===== src/rtl/pin_attempt_gate.sv =====
module pin_attempt_gate #(
  parameter int CNT_W      = 32,
  parameter int HASH_BYTES = 32,
  parameter int BUDGET     = 50
) (
  input  logic                    clk,
  input  logic                    rst_n,
  input  logic                    attempt_start,
  input  logic [HASH_BYTES*8-1:0] pres_hash,
  input  logic [HASH_BYTES*8-1:0] stored_hash,
  input  logic                    prov_req,
  output logic                    unlock,
  output logic                    deny,
  output logic                    wipe,
  output logic [CNT_W-1:0]        threshold
);
  localparam int IDX_W = (HASH_BYTES > 1) ? $clog2(HASH_BYTES) : 1;
  localparam logic [IDX_W-1:0] LAST_IDX = IDX_W'(HASH_BYTES - 1);
  localparam logic [CNT_W:0] BUDGET_X = (CNT_W+1)'(BUDGET);

  typedef enum logic [1:0] {S_IDLE, S_CHECK, S_CMP, S_HALT} st_t;

  st_t              st_q;
  logic [CNT_W-1:0] ctr_q = '0;
  logic [CNT_W-1:0] thr_q;
  logic [IDX_W-1:0] idx_q;
  logic [7:0]       diff_q;
  logic             unlock_q, deny_q, wipe_q;

  logic             idle_w;
  logic             accept_w;
  logic [CNT_W:0]   sum_w;
  logic [CNT_W-1:0] thr_cand;
  logic [7:0]       diff_now;

  assign idle_w   = (st_q == S_IDLE);
  assign accept_w = rst_n && idle_w && attempt_start && !prov_req;
  assign sum_w    = {1'b0, ctr_q} + BUDGET_X;
  assign thr_cand = sum_w[CNT_W] ? '1 : sum_w[CNT_W-1:0];
  assign diff_now = diff_q | (pres_hash[idx_q*8 +: 8] ^ stored_hash[idx_q*8 +: 8]);

  always_ff @(posedge clk) begin
    if (accept_w && ctr_q != '1) ctr_q <= ctr_q + 1'b1;
  end

  always_ff @(posedge clk or negedge rst_n) begin
    if (!rst_n) begin
      st_q     <= S_IDLE;
      thr_q    <= '0;
      idx_q    <= '0;
      diff_q   <= '0;
      unlock_q <= 1'b0;
      deny_q   <= 1'b0;
      wipe_q   <= 1'b0;
    end else begin
      unlock_q <= 1'b0;
      deny_q   <= 1'b0;
      case (st_q)
        S_IDLE: begin
          if (prov_req)           thr_q <= thr_cand;
          else if (attempt_start) st_q  <= S_CHECK;
        end
        S_CHECK: begin
          if (ctr_q >= thr_q) begin
            wipe_q <= 1'b1;
            st_q   <= S_HALT;
          end else begin
            idx_q  <= '0;
            diff_q <= '0;
            st_q   <= S_CMP;
          end
        end
        S_CMP: begin
          diff_q <= diff_now;
          if (idx_q == LAST_IDX) begin
            unlock_q <= (diff_now == 8'h00);
            deny_q   <= (diff_now != 8'h00);
            if (diff_now == 8'h00) thr_q <= thr_cand;
            st_q <= S_IDLE;
          end else begin
            idx_q <= idx_q + 1'b1;
          end
        end
        default: st_q <= S_HALT;
      endcase
    end
  end

  assign unlock    = unlock_q;
  assign deny      = deny_q;
  assign wipe      = wipe_q;
  assign threshold = thr_q;
endmodule


===== config.mk =====
export PLATFORM = sky130hd
export DESIGN_NAME = pin_attempt_gate
export DESIGN_NICKNAME = d
export VERILOG_FILES = /design/src/rtl/pin_attempt_gate.sv
export SDC_FILE = /design/constraint.sdc
export NUM_CORES = 1
export LEC_CHECK = 0
export ABC_CLOCK_PERIOD_IN_PS = 7880
export BUFFER_PORTS_ARGS = -buffer_cell sky130_fd_sc_hd__buf_2
export CAP_MARGIN = 25
export CORE_AREA = 8 8 208 210
export DETAILED_ROUTE_END_ITERATION = 10
export DIE_AREA = 0 0 216 218
export GPL_ROUTABILITY_DRIVEN = 0
export PLACE_DENSITY = 0.56
export RECOVER_POWER = 25
export SLEW_MARGIN = 5
export SYNTH_ARGS = -nofsm -noshare
export SYNTH_HDL_FRONTEND = slang
export SYNTH_SLANG_ARGS = --single-unit

===== constraint.sdc =====
create_clock -name clk -period 7.88 [get_ports clk]
set_input_delay 1.182 -clock clk [delete_from_list [all_inputs] [get_ports clk]]
set_output_delay 1.182 -clock clk [all_outputs]
set_load 0.05 [all_outputs]

==> metrics.txt <==
area grow syn2layout 39.0%; EDFF count, synth 32; Die Span Y 218 um; Routed WL 50200 um; number of I/O pins 551; f_max roughly 200 MHz; Port Buffers 550; Syn Nets 1415; required time worst endpoint 7.90 ns; die area between 0.04 and 0.05 mm2; per-cell routed wire length 25.9 um; yosys warns 0; initial antenna violation count 34; core area about 0.040 mm2; Detail Route Antenna Nets 0; Max Cap Viol 1; Cells after Synth 863; share of cells above drive strength 1 0.499; number of global-route vias before repair a little over 10000; HPWL after DPL 43700 um; Vias approximately 9600; die width approximately 220 um; unrepaired setup endpoints after global routing false; CTS tree yes; clk slew on worst S/H paths 0.06 ns; number of library cell types mapped by synthesis 55; Initial Util 0.230; final max-slew violation count 52; Worst-Margin Slew 3.09 ns; worst hold path cell count 1; # DRC 0; Setup crit start rst_n; leakage 6.00 nW; CTS root buf clkbuf_16; Via-to-Cell Ratio 4.94; FF-to-FF Start idx_q[0]; Critical Path Fanout Max 51; class of the most critical setup path in2reg; Site Rows between 70 and 80; CP Capture Point ctr_q[3]; gr busiest metal met2; Max IR drop VDD about 0.15 mV; Worst Path Arrival 4.90 ns; Global Route met2 Usage 0.362; Avg Inst Size Synth 10.7 um2; pwr dens 322 mW/mm2; H-tree Lvls 3; Hold WC Path Type reg2reg; NumNets Final 1936; GRT Residual Overflow 0; cts hold-fix bufs 0; worst skew pair latency about 0.35 ns; Setup crit start kind input pin; Max Root-Sink Buffers 2; count of state elements after synthesis about 80; Critical Path End Type register; Setup TNS Final 0 ns; final hold viol count 0; outcome finished with violations; Iter 0 DRT Violations 685; TritonCTS Buffers 9; Top FF cell, synth dfrtp_1; post-CTS resize count 0; M1 GR Usage 0.253; most frequent cells in the layout buf_2 (550), mux4_2 (98), xor2_1 (73); period utilization 0.619; Worst Reg-to-Reg Cells 11; Relative slew margins -1.06; failing checks max-capacitance violations, max-slew violations; flop2flop setup slack approximately 3.5 ns; hold_ws 0.454 ns; sequential fraction of the synthesis area 0.240; Setup Viol. Count Final 0; setup bufs post-CTS 0; Overall Global Routing Usage 0.204; M3 GR Usage 0.0447; first-pass GRT wire length 71100 um; Reg2Reg Capture Point threshold[25]; Clock Skews around 0.013 ns; most common cell after layout, fill and taps aside buf_2; cell area after synthesis 0.00922 mm2; clock sink count 82; First-pass DRT Iterations 5; largest net degree at the start of global routing 77; Tmin final 4.88 ns; Async S/R FF share, synth 0.610
[cell type report]
class	count	area, um2
timing repair buffer	564	2890
tap	532	666
multi-input combinational	688	6570
clock inverter	4	32.5
antenna	14	35.0
fill	4260	27400
clock buffer	12	268
sequential	82	2220
inverter	39	146
[where the power goes]
group          switching (mW)  total (mW)  leakage [nW]  internal, mW
clock                   0.188       0.432         0.141         0.244
sequential              0.266       0.837         0.854         0.571
combinational            1.60        2.85          5.00          1.26
[routing by layer]
layer  up-vias  share of wire
met5         -        0.00062
met2       500           0.51
met4         6          0.018
met3        55          0.078
met1      4666           0.40
li1       4324              -
[state kept, by name (all words and copies together), names as in the netlist]
signal and count:
ctr_q 32, threshold 32, diff_q 8, idx_q 5, st_q 2, deny 1, unlock 1, wipe 1
[cells by family after synthesis]
group | count (synthesis) | synth area share
flops | 82 | 0.240
compound gates | 113 | 0.0879
fa+ha+maj | 36 | 0.0488
xor+xnor | 137 | 0.130
simple gates | 220 | 0.110
mux | 182 | 0.335
buf+inv | 93 | 0.0488
[how the worst min path moves through the flow]
stage	endpoint	slack, ns	start
floorplan	diff_q[6]	0.46	diff_q[6]
global placement	wipe	0.44	wipe
detailed placement	wipe	0.45	wipe
CTS	wipe	0.46	wipe
global route	wipe	0.49	wipe
finish	wipe	0.45	wipe
[cell usage after synthesis, types with 5 or more instances]
| library cell | number | area [um2] |
|---|---|---|
| a21o_1 | 19 | 143 |
| a21oi_1 | 29 | 145 |
| a221oi_1 | 10 | 87.6 |
| a22o_1 | 10 | 87.6 |
| a22oi_1 | 5 | 37.5 |
| and3_1 | 5 | 31.3 |
| buf_1 | 5 | 18.8 |
| buf_2 | 9 | 45.0 |
| buf_6 | 11 | 124 |
| clkbuf_1 | 27 | 101 |
| dfrtp_1 | 50 | 1250 |
| edfxtp_1 | 32 | 961 |
| ha_1 | 36 | 450 |
| inv_1 | 38 | 143 |
| mux2_1 | 24 | 270 |
| mux2_2 | 6 | 67.6 |
| mux2i_1 | 54 | 541 |
| mux4_2 | 98 | 2210 |
| nand2_1 | 66 | 248 |
| nand2b_1 | 5 | 31.3 |
| nand3_1 | 26 | 130 |
| nand4_1 | 17 | 106 |
| nor2_1 | 71 | 267 |
| nor2b_1 | 8 | 50.1 |
| nor3_1 | 5 | 25.0 |
| o21ai_0 | 12 | 60.1 |
| o221ai_1 | 5 | 43.8 |
| xnor2_1 | 64 | 561 |
| xor2_1 | 73 | 639 |
[through the flow]
stage	power [mW]	setup slack (ns)	util	cells	area, um2
after floorplan	2.84	4.28	-	863	9220
after global routing	4.41	2.34	0.319	1930	12800
after global placement	3.72	3.48	0.310	1904	12500
after detailed placement	3.75	3.46	0.310	1904	12500
final	4.12	3.00	0.319	1935	12800
after CTS	4.19	3.45	0.318	1920	12800
[critical path: stages]
cell	delay, ns
buf_2	0.07
clkbuf_1	2.17
nand2_1	0.25
a21oi_2	0.77
buf_4	0.42
(Power assumes the default switching activity.)
